$ cat src/rtl/modem_pkg.sv
package modem_pkg;
  localparam int unsigned MDM_IN_W   = 4;   // dcd, ri, dsr, cts (msb..lsb)
  localparam int unsigned CTL_W      = 5;   // loop + four line controls
  localparam int unsigned LOOP_BIT   = 4;
  localparam int unsigned DATA_W     = 8;
  localparam int unsigned SYNC_DEPTH = 2;
  localparam logic        SEL_CTL    = 1'b0;
  localparam logic        SEL_STS    = 1'b1;
  // bit set: flag only on a low-to-high pin transition (ring trailing edge)
  localparam logic [MDM_IN_W-1:0] TRAIL_ONLY = 4'b0100;

  typedef struct packed {
    logic dcd;
    logic ri;
    logic dsr;
    logic cts;
  } mdm_pins_t;
endpackage

$ cat src/rtl/modem_sync.sv
module modem_sync #(
  parameter int unsigned    W       = 4,
  parameter int unsigned    STAGES  = 2,
  parameter logic [W-1:0]   RST_VAL = '1
) (
  input  logic         clk,
  input  logic         rst_n,
  input  logic [W-1:0] d,
  output logic [W-1:0] q
);
  logic [W-1:0] stage_q [STAGES];
  logic [W-1:0] stage_d [STAGES];

  for (genvar s = 0; s < STAGES; s++) begin : g_stage
    if (s == 0) begin : g_first
      always_comb stage_d[s] = d;
    end else begin : g_next
      always_comb stage_d[s] = stage_q[s-1];
    end

    always_ff @(posedge clk or negedge rst_n) begin
      if (!rst_n) begin
        stage_q[s] <= RST_VAL;
      end else begin
        stage_q[s] <= stage_d[s];
      end
    end
  end

  assign q = stage_q[STAGES-1];
endmodule

$ cat src/rtl/modem_delta.sv
module modem_delta #(
  parameter int unsigned  W          = 4,
  parameter logic [W-1:0] TRAIL_MASK = '0
) (
  input  logic         clk,
  input  logic         rst_n,
  input  logic [W-1:0] cur,
  input  logic         clr,
  output logic [W-1:0] chg,
  output logic [W-1:0] flags
);
  logic [W-1:0] prev_q;
  logic [W-1:0] flags_q;
  logic [W-1:0] flags_d;
  logic         flags_en;

  for (genvar i = 0; i < W; i++) begin : g_det
    if (TRAIL_MASK[i]) begin : g_trail
      always_comb chg[i] = ~prev_q[i] & cur[i];
    end else begin : g_any
      always_comb chg[i] = prev_q[i] ^ cur[i];
    end
  end

  always_comb begin
    flags_en = clr | (|chg);
    flags_d  = (clr ? '0 : flags_q) | chg;
  end

  always_ff @(posedge clk or negedge rst_n) begin
    if (!rst_n) begin
      prev_q <= '1;
    end else begin
      prev_q <= cur;
    end
  end

  always_ff @(posedge clk or negedge rst_n) begin
    if (!rst_n) begin
      flags_q <= '0;
    end else if (flags_en) begin
      flags_q <= flags_d;
    end
  end

  assign flags = flags_q;
endmodule

$ cat src/rtl/modem_ctrl.sv
module modem_ctrl #(
  parameter int unsigned CW       = 5,
  parameter int unsigned LOOP_POS = 4,
  localparam int unsigned NOUT    = LOOP_POS
) (
  input  logic            clk,
  input  logic            rst_n,
  input  logic            wr,
  input  logic [CW-1:0]   wd,
  output logic [CW-1:0]   ctrl,
  output logic            loop_on,
  output logic [NOUT-1:0] out_n
);
  logic [CW-1:0] ctrl_q;
  logic [CW-1:0] ctrl_d;

  always_comb ctrl_d = wd;

  always_ff @(posedge clk or negedge rst_n) begin
    if (!rst_n) begin
      ctrl_q <= '0;
    end else if (wr) begin
      ctrl_q <= ctrl_d;
    end
  end

  assign loop_on = ctrl_q[LOOP_POS];

  for (genvar i = 0; i < NOUT; i++) begin : g_out
    always_comb out_n[i] = ~(ctrl_q[i] & ~loop_on);
  end

  assign ctrl = ctrl_q;
endmodule

$ cat src/rtl/modem_ctl_stat.sv
module modem_ctl_stat
  import modem_pkg::*;
#(
  parameter int unsigned SYNC_STAGES = SYNC_DEPTH
) (
  input  logic              clk,
  input  logic              rst_n,
  input  logic              reg_sel,
  input  logic              wr_en,
  input  logic              rd_en,
  input  logic [DATA_W-1:0] wdata,
  output logic [DATA_W-1:0] rdata,
  input  logic              msi_en,
  input  logic              cts_n,
  input  logic              dsr_n,
  input  logic              ri_n,
  input  logic              dcd_n,
  output logic              dtr_n,
  output logic              rts_n,
  output logic              out1_n,
  output logic              out2_n,
  output logic              irq
);
  localparam int unsigned PAD_W = DATA_W - CTL_W;

  mdm_pins_t             pins_raw;
  logic [MDM_IN_W-1:0]   pins_sync;
  logic [MDM_IN_W-1:0]   chg;
  logic [MDM_IN_W-1:0]   flags;
  logic [CTL_W-1:0]      ctrl_q;
  logic                  loop_on;
  logic [LOOP_BIT-1:0]   line_n;
  logic                  rd_sts;
  logic                  wr_ctl;
  logic [PAD_W-1:0]      unused_wd_hi;

  assign pins_raw     = '{dcd: dcd_n, ri: ri_n, dsr: dsr_n, cts: cts_n};
  assign rd_sts       = rd_en & (reg_sel == SEL_STS);
  assign wr_ctl       = wr_en & (reg_sel == SEL_CTL);
  assign unused_wd_hi = wdata[DATA_W-1:CTL_W];

  modem_sync #(
    .W       (MDM_IN_W),
    .STAGES  (SYNC_STAGES),
    .RST_VAL ({MDM_IN_W{1'b1}})
  ) u_sync (
    .clk   (clk),
    .rst_n (rst_n),
    .d     (pins_raw),
    .q     (pins_sync)
  );

  modem_delta #(
    .W          (MDM_IN_W),
    .TRAIL_MASK (TRAIL_ONLY)
  ) u_delta (
    .clk   (clk),
    .rst_n (rst_n),
    .cur   (pins_sync),
    .clr   (rd_sts),
    .chg   (chg),
    .flags (flags)
  );

  modem_ctrl #(
    .CW       (CTL_W),
    .LOOP_POS (LOOP_BIT)
  ) u_ctrl (
    .clk     (clk),
    .rst_n   (rst_n),
    .wr      (wr_ctl),
    .wd      (wdata[CTL_W-1:0]),
    .ctrl    (ctrl_q),
    .loop_on (loop_on),
    .out_n   (line_n)
  );

  assign dtr_n  = line_n[0];
  assign rts_n  = line_n[1];
  assign out1_n = line_n[2];
  assign out2_n = line_n[3];

  always_comb begin
    if (reg_sel == SEL_STS) begin
      rdata = {~pins_sync, flags};
    end else begin
      rdata = {{PAD_W{1'b0}}, ctrl_q};
    end
  end

  assign irq = msi_en & (|flags);
endmodule

$ cat config.mk
export PLATFORM = sky130hd
export DESIGN_NAME = modem_ctl_stat
export DESIGN_NICKNAME = d
export VERILOG_FILES = /design/src/rtl/modem_pkg.sv /design/src/rtl/modem_sync.sv /design/src/rtl/modem_delta.sv /design/src/rtl/modem_ctrl.sv /design/src/rtl/modem_ctl_stat.sv
export SDC_FILE = /design/constraint.sdc
export NUM_CORES = 1
export LEC_CHECK = 0
export CAP_MARGIN = 10
export CORE_MARGIN = 5
export CORE_UTILIZATION = 43
export CTS_BUF_LIST = sky130_fd_sc_hd__clkbuf_8
export CTS_CLUSTER_DIAMETER = 200
export DETAILED_ROUTE_END_ITERATION = 8
export GPL_ROUTABILITY_DRIVEN = 0
export HOLD_SLACK_MARGIN = 0.06
export PLACE_DENSITY = 0.78
export SYNTH_ARGS = -nofsm -noshare
export SYNTH_HDL_FRONTEND = slang
export SYNTH_HIERARCHICAL = 1
export SYNTH_SLANG_ARGS = --single-unit
$ cat constraint.sdc
create_clock -name clk -period 1.2 [get_ports clk]
set_input_delay 0.18 -clock clk [delete_from_list [all_inputs] [get_ports clk]]
set_output_delay 0.18 -clock clk [all_outputs]
set_load 0.01 [all_outputs]
Yosys cells after proc, flatten, opt, wreduce, memory -nomap -nowiden --
Index checks and enable logic that the tools add are counted.
Word-level totals: bits in registers 21, latch bits 0, RAM bits 0, bits in read-only memories 0, input port bits 18, output and inout bits 13, logic and storage cells 30, memories 0
Cells by class: add/sub/neg operators 0, multipliers 0, div/mod/pow operators 0, $lt $le $gt $ge 0, eq/ne operators 0, shift-type cells 0, multiplexer cells 2, bitwise gates (word level) 21, reduce and logical (&&, ||, !) cells 2
Operators by type and width (number):
- 1-bit AND | 8
- 8-bit 2-to-1 mux | 1
- 4-bit OR reduction | 2
- 1-bit NOT | 7
- 4-bit 2-to-1 mux | 1
- 4-bit NOT | 1
- 4-bit bitwise OR | 1
- 1-bit bitwise XOR | 3
- 1-bit bitwise OR | 1

Longest topological paths before layout --
depth in word-level cells 4, depth in mapped cells 4, gate-level depth less buffers 3

By module --
Netlist, hierarchy kept.
Modules (own cells, without submodules):
- modem_delta | times used 1, cells each 17, area an instance 271.5 um^2, sequential area each 205.2 um^2
- modem_ctrl | times used 1, cells each 15, area an instance 214.0 um^2, sequential area each 125.1 um^2
- modem_sync | times used 1, cells each 8, area an instance 210.2 um^2, sequential area each 210.2 um^2
- modem_ctl_stat | times used 1, cells each 13, area an instance 128.9 um^2, sequential area each 0.0 um^2

Least setup slack after synthesis --
Ideal clock, no wire load.
path kind input to register, from in reg_sel, to reg u_ctrl.ctrl_q[0], in the netlist u_ctrl/ctrl[0], setup time 0.128 ns, arrival time 0.898 ns, required time 1.072 ns, path slack 0.174 ns, stages 3, path through buf_6 -> and2b_1 -> mux2_1
On the way: longest elaborated chain between the ends 2
RTL lines:
- from (decl) | RTL line modem_ctl_stat.sv:8 | input logic reg_sel,
- 1-bit NOT | RTL line modem_ctl_stat.sv:39 | assign wr_ctl = wr_en & (reg_sel == SEL_CTL);
- 1-bit AND | RTL line modem_ctl_stat.sv:39
- via wr_ctl | RTL line modem_ctl_stat.sv:34 | logic wr_ctl;
- to (signal assigned) | RTL line modem_ctrl.sv:23 | ctrl_q <= ctrl_d;
- to (decl) | RTL line modem_ctrl.sv:14 | logic [CW-1:0] ctrl_q;
The timed path passes the listed nets, and every way through them passes these cells. A chain may end at the register's enable or synchronous reset.

Worst setup path after layout --
from reg u_delta.flags_q[0], in the netlist u_delta/flags[0], to out irq
On the way: longest elaborated chain between the ends 2
RTL lines:
- from (decl) | RTL line modem_delta.sv:13 | logic [W-1:0] flags_q;
- from (signal assigned) | RTL line modem_delta.sv:42 | flags_q <= flags_d;
- 4-bit OR reduction | RTL line modem_ctl_stat.sv:91 | assign irq = msi_en & (|flags);
- 1-bit AND | RTL line modem_ctl_stat.sv:91
- to (decl) | RTL line modem_ctl_stat.sv:22 | output logic irq
No other way between the ends.

==> out/metrics.csv <==
metric,value,unit
status,finished with violations,
violations,negative setup slack,
ir_worst_vdd,1.034,mV
drive_above_1_share,53.54,%
setup_viol,9,
yosysTopAreaCell,dfstp_2,
fmax,724.3,MHz
path_class,reg -> out,
synth_area,824.5,sq um
synth-xor-area-share,3.187,%
worst-r2r-setup-slack,0.17,ns
hold_path_class,in -> async,
placed_area,0.001197,sq mm
num_vias,546,
die_x,53.79,um
rows,15,
p_per_area,1307,mW/mm^2
fin_util,71.37,%
diodes,0,
worst_pin_slew,0.2546,ns
insertion_delay,0.25,ns
final.setup.worst_slack,-0.1806,ns
via_per_inst,4.403,
grt_first_pass_wirelength,2884,um
cts.hold.buffers_added,0,
synth_area_leaders,"dfstp_2 38%, dfrtp_1 27%, mux2_4 7.3%",
grt_max_degree,22,
area_growth,54.32,%
cts-root-buf,clkbuf_8,
cts-buffers-inserted,3,
final_area,0.001272,sq mm
synth_top_cell_area_share,38.24,%
grt_use_total,14.40,%
ys_warn_count,6,
grt-ovfl-total,0,
rsz0062_at_grt,yes,
clk_path_buf_depth,2,
dieHeight,53.79,um
fin_skew,0.002041,ns
synth_top_family_by_area,multiplexers,
synthAdderAreaFrac,0,%
start_util,46.25,%
yosys.area_share.simple,7.739,%
wire_per_inst,14.08,um
period_share,115.0,%
drc,0,
ys_seq_area_share,65.55,%
synth_compound_area_share,5.008,%
cts.clk_slew.worst_paths,0.07,ns
totalWireLength,1746,um
synthCells,53,
synth_seq_cells,21,
die_area,0.002893,sq mm
drtPass1Iterations,4,
finalNetCount,118,
critPathArrivalTime,1.20,ns
worstSetupEndpointType,output port,
antenna_found_initial,0,
syn_nets,71,
cts_tree,done,
coreArea,0.001783,sq mm
ant_nets,0,
hold_viol,0,
period_needed,1.381,ns
fillers,118,
dpl.hpwl,1251,um
p_leak,0.5885,nW
drt-initial-drc-count,3,
synth_area_per_cell,15.56,sq um
clock-sinks,21,
synth_cell_types,15,
slew_headroom,83.02,%
slew_violations,0,
drv_cap,0,
io_pins,31,
start_kind,flip-flop,
crit_required,1.02,ns
htree_levels,1,
critical_path.max_fanout,2,
grt_pass1_vias,614,
io_buffers,27,
yosys-mux-area-fraction,15.33,%
## critical path, cell delays in order, from the launching register on
cell and delay, ns:
dfrtp_1 0.38, o41a_1 0.42, buf_2 0.14
## cell usage after synthesis (all sizes together)
library cell,instances
nand2b,4
inv,2
mux2i,1
and2,1
dfstp,12
a21o,4
nor2b,4
o41a,1
dfrtp,9
mux2,9
and2b,1
xor2,3
buf,2
## state kept, by name, summed over array words and instances, names as in the netlist
signal,cells
u_ctrl/ctrl,5
u_delta/flags,4
u_delta/prev_q,4
u_sync/q,4
u_sync/stage_d,4
## final cells by class
type	instances	area (sq um)	share of cell area, %
Sequential cell	21	540.5	42.48
Timing Repair Buffer	44	374.1	29.40
Multi-Input combinational cell	28	272.8	21.44
Clock buffer	3	41.29	3.245
Tap cell	25	31.28	2.458
Inverter	2	7.507	0.5900
Clock inverter	1	5.005	0.3933
## metal layers
layer  part of all wire, %  vias to the layer above  track usage (%)
met3                   4.8                        2            2.770
met5                     0                        -                0
met4                  0.74                        0            5.106
met2                    54                       18            25.81
li1                      -                      267                -
met1                    41                      259            16.90
## what timing repair did
| item | 4_1_cts | 5_1_grt |
|---|---|---|
| endpoints found under the hold margin | 0 | 0 |
| buffers inserted | 3 | 2 |
| gates resized for setup | 63 | 1 |
| pin swaps | 0 | 1 |
| endpoints found under the setup margin | 18 | 9 |
## worst paths after layout
| kind | end | start | cells past startpoint |
|---|---|---|---|
| worst max register to register | u_delta/flags[3]$_DFFE_PN0P_ | u_sync/q[3]$_DFF_PN1_ | 4 |
| worst min register to register | u_sync/q[3]$_DFF_PN1_ | u_sync/stage_d[3]$_DFF_PN1_ | 0 |
| worst min-delay path | u_ctrl/ctrl[4]$_DFFE_PN0P_ | rst_n | 2 |
| min in group clk | u_sync/stage_d[3]$_DFF_PN1_ | dcd_n | 1 |
| max in group asynchronous | u_sync/q[1]$_DFF_PN1_ | rst_n | 2 |
| worst max-delay path | irq | u_delta/flags[0]$_DFFE_PN0P_ | 2 |
## cells in the final DEF, fill, tap and decap left out
| cell type | synthesis | layout |
|---|---|---|
| a21o_1 | 4 | 4 |
| and2_1 | 1 | 1 |
| and2b_1 | 1 | 1 |
| buf_2 | 0 | 8 |
| buf_4 | 1 | 14 |
| buf_6 | 1 | 8 |
| clkbuf_8 | 0 | 3 |
| clkdlybuf4s50_1 | 0 | 13 |
| clkinv_2 | 0 | 1 |
| dfrtp_1 | 9 | 9 |
| dfstp_2 | 12 | 12 |
| dlygate4sd2_1 | 0 | 1 |
| inv_1 | 2 | 1 |
| inv_2 | 0 | 1 |
| mux2_1 | 5 | 5 |
| mux2_4 | 4 | 4 |
| mux2i_1 | 1 | 1 |
| nand2b_1 | 4 | 2 |
| nand2b_4 | 0 | 2 |
| nor2b_1 | 4 | 4 |
| o41a_1 | 1 | 1 |
| xor2_1 | 3 | 3 |
## power by group
part           leakage [nW]  internal (W)  total (W)  switching, W
Sequential            0.226      0.000783   0.000821     0.0000375
Combinational         0.337      0.000253   0.000395      0.000142
Clock                0.0255      0.000230   0.000447      0.000216
## through the flow
step / instances / worst slack (ns) / setup TNS, ns / total power, W / hold WS, ns
finish: 124 / -0.1806 / -0.7048 / 0.001663 / 0.2555
global route: 124 / -0.2094 / -1.112 / 0.001755 / 0.2731
CTS: 122 / -0.1918 / -0.6506 / 0.001663 / 0.2583
detailed placement: 115 / -0.5923 / -6.964 / 0.001197 / 0.3476
global placement: 115 / -0.5749 / -6.677 / 0.001181 / 0.3461
floorplan: 53 / 0.1740 / 0 / 0.0009704 / -0.1156
## cells by family after synthesis
family,after synthesis
and+or+nand+nor,10
DFF,21
buffers and inverters,4
muxes,10
AOI/OAI and AO/OA,5
xor gates and xnor gates,3
Power figures use the tool's default switching activity.
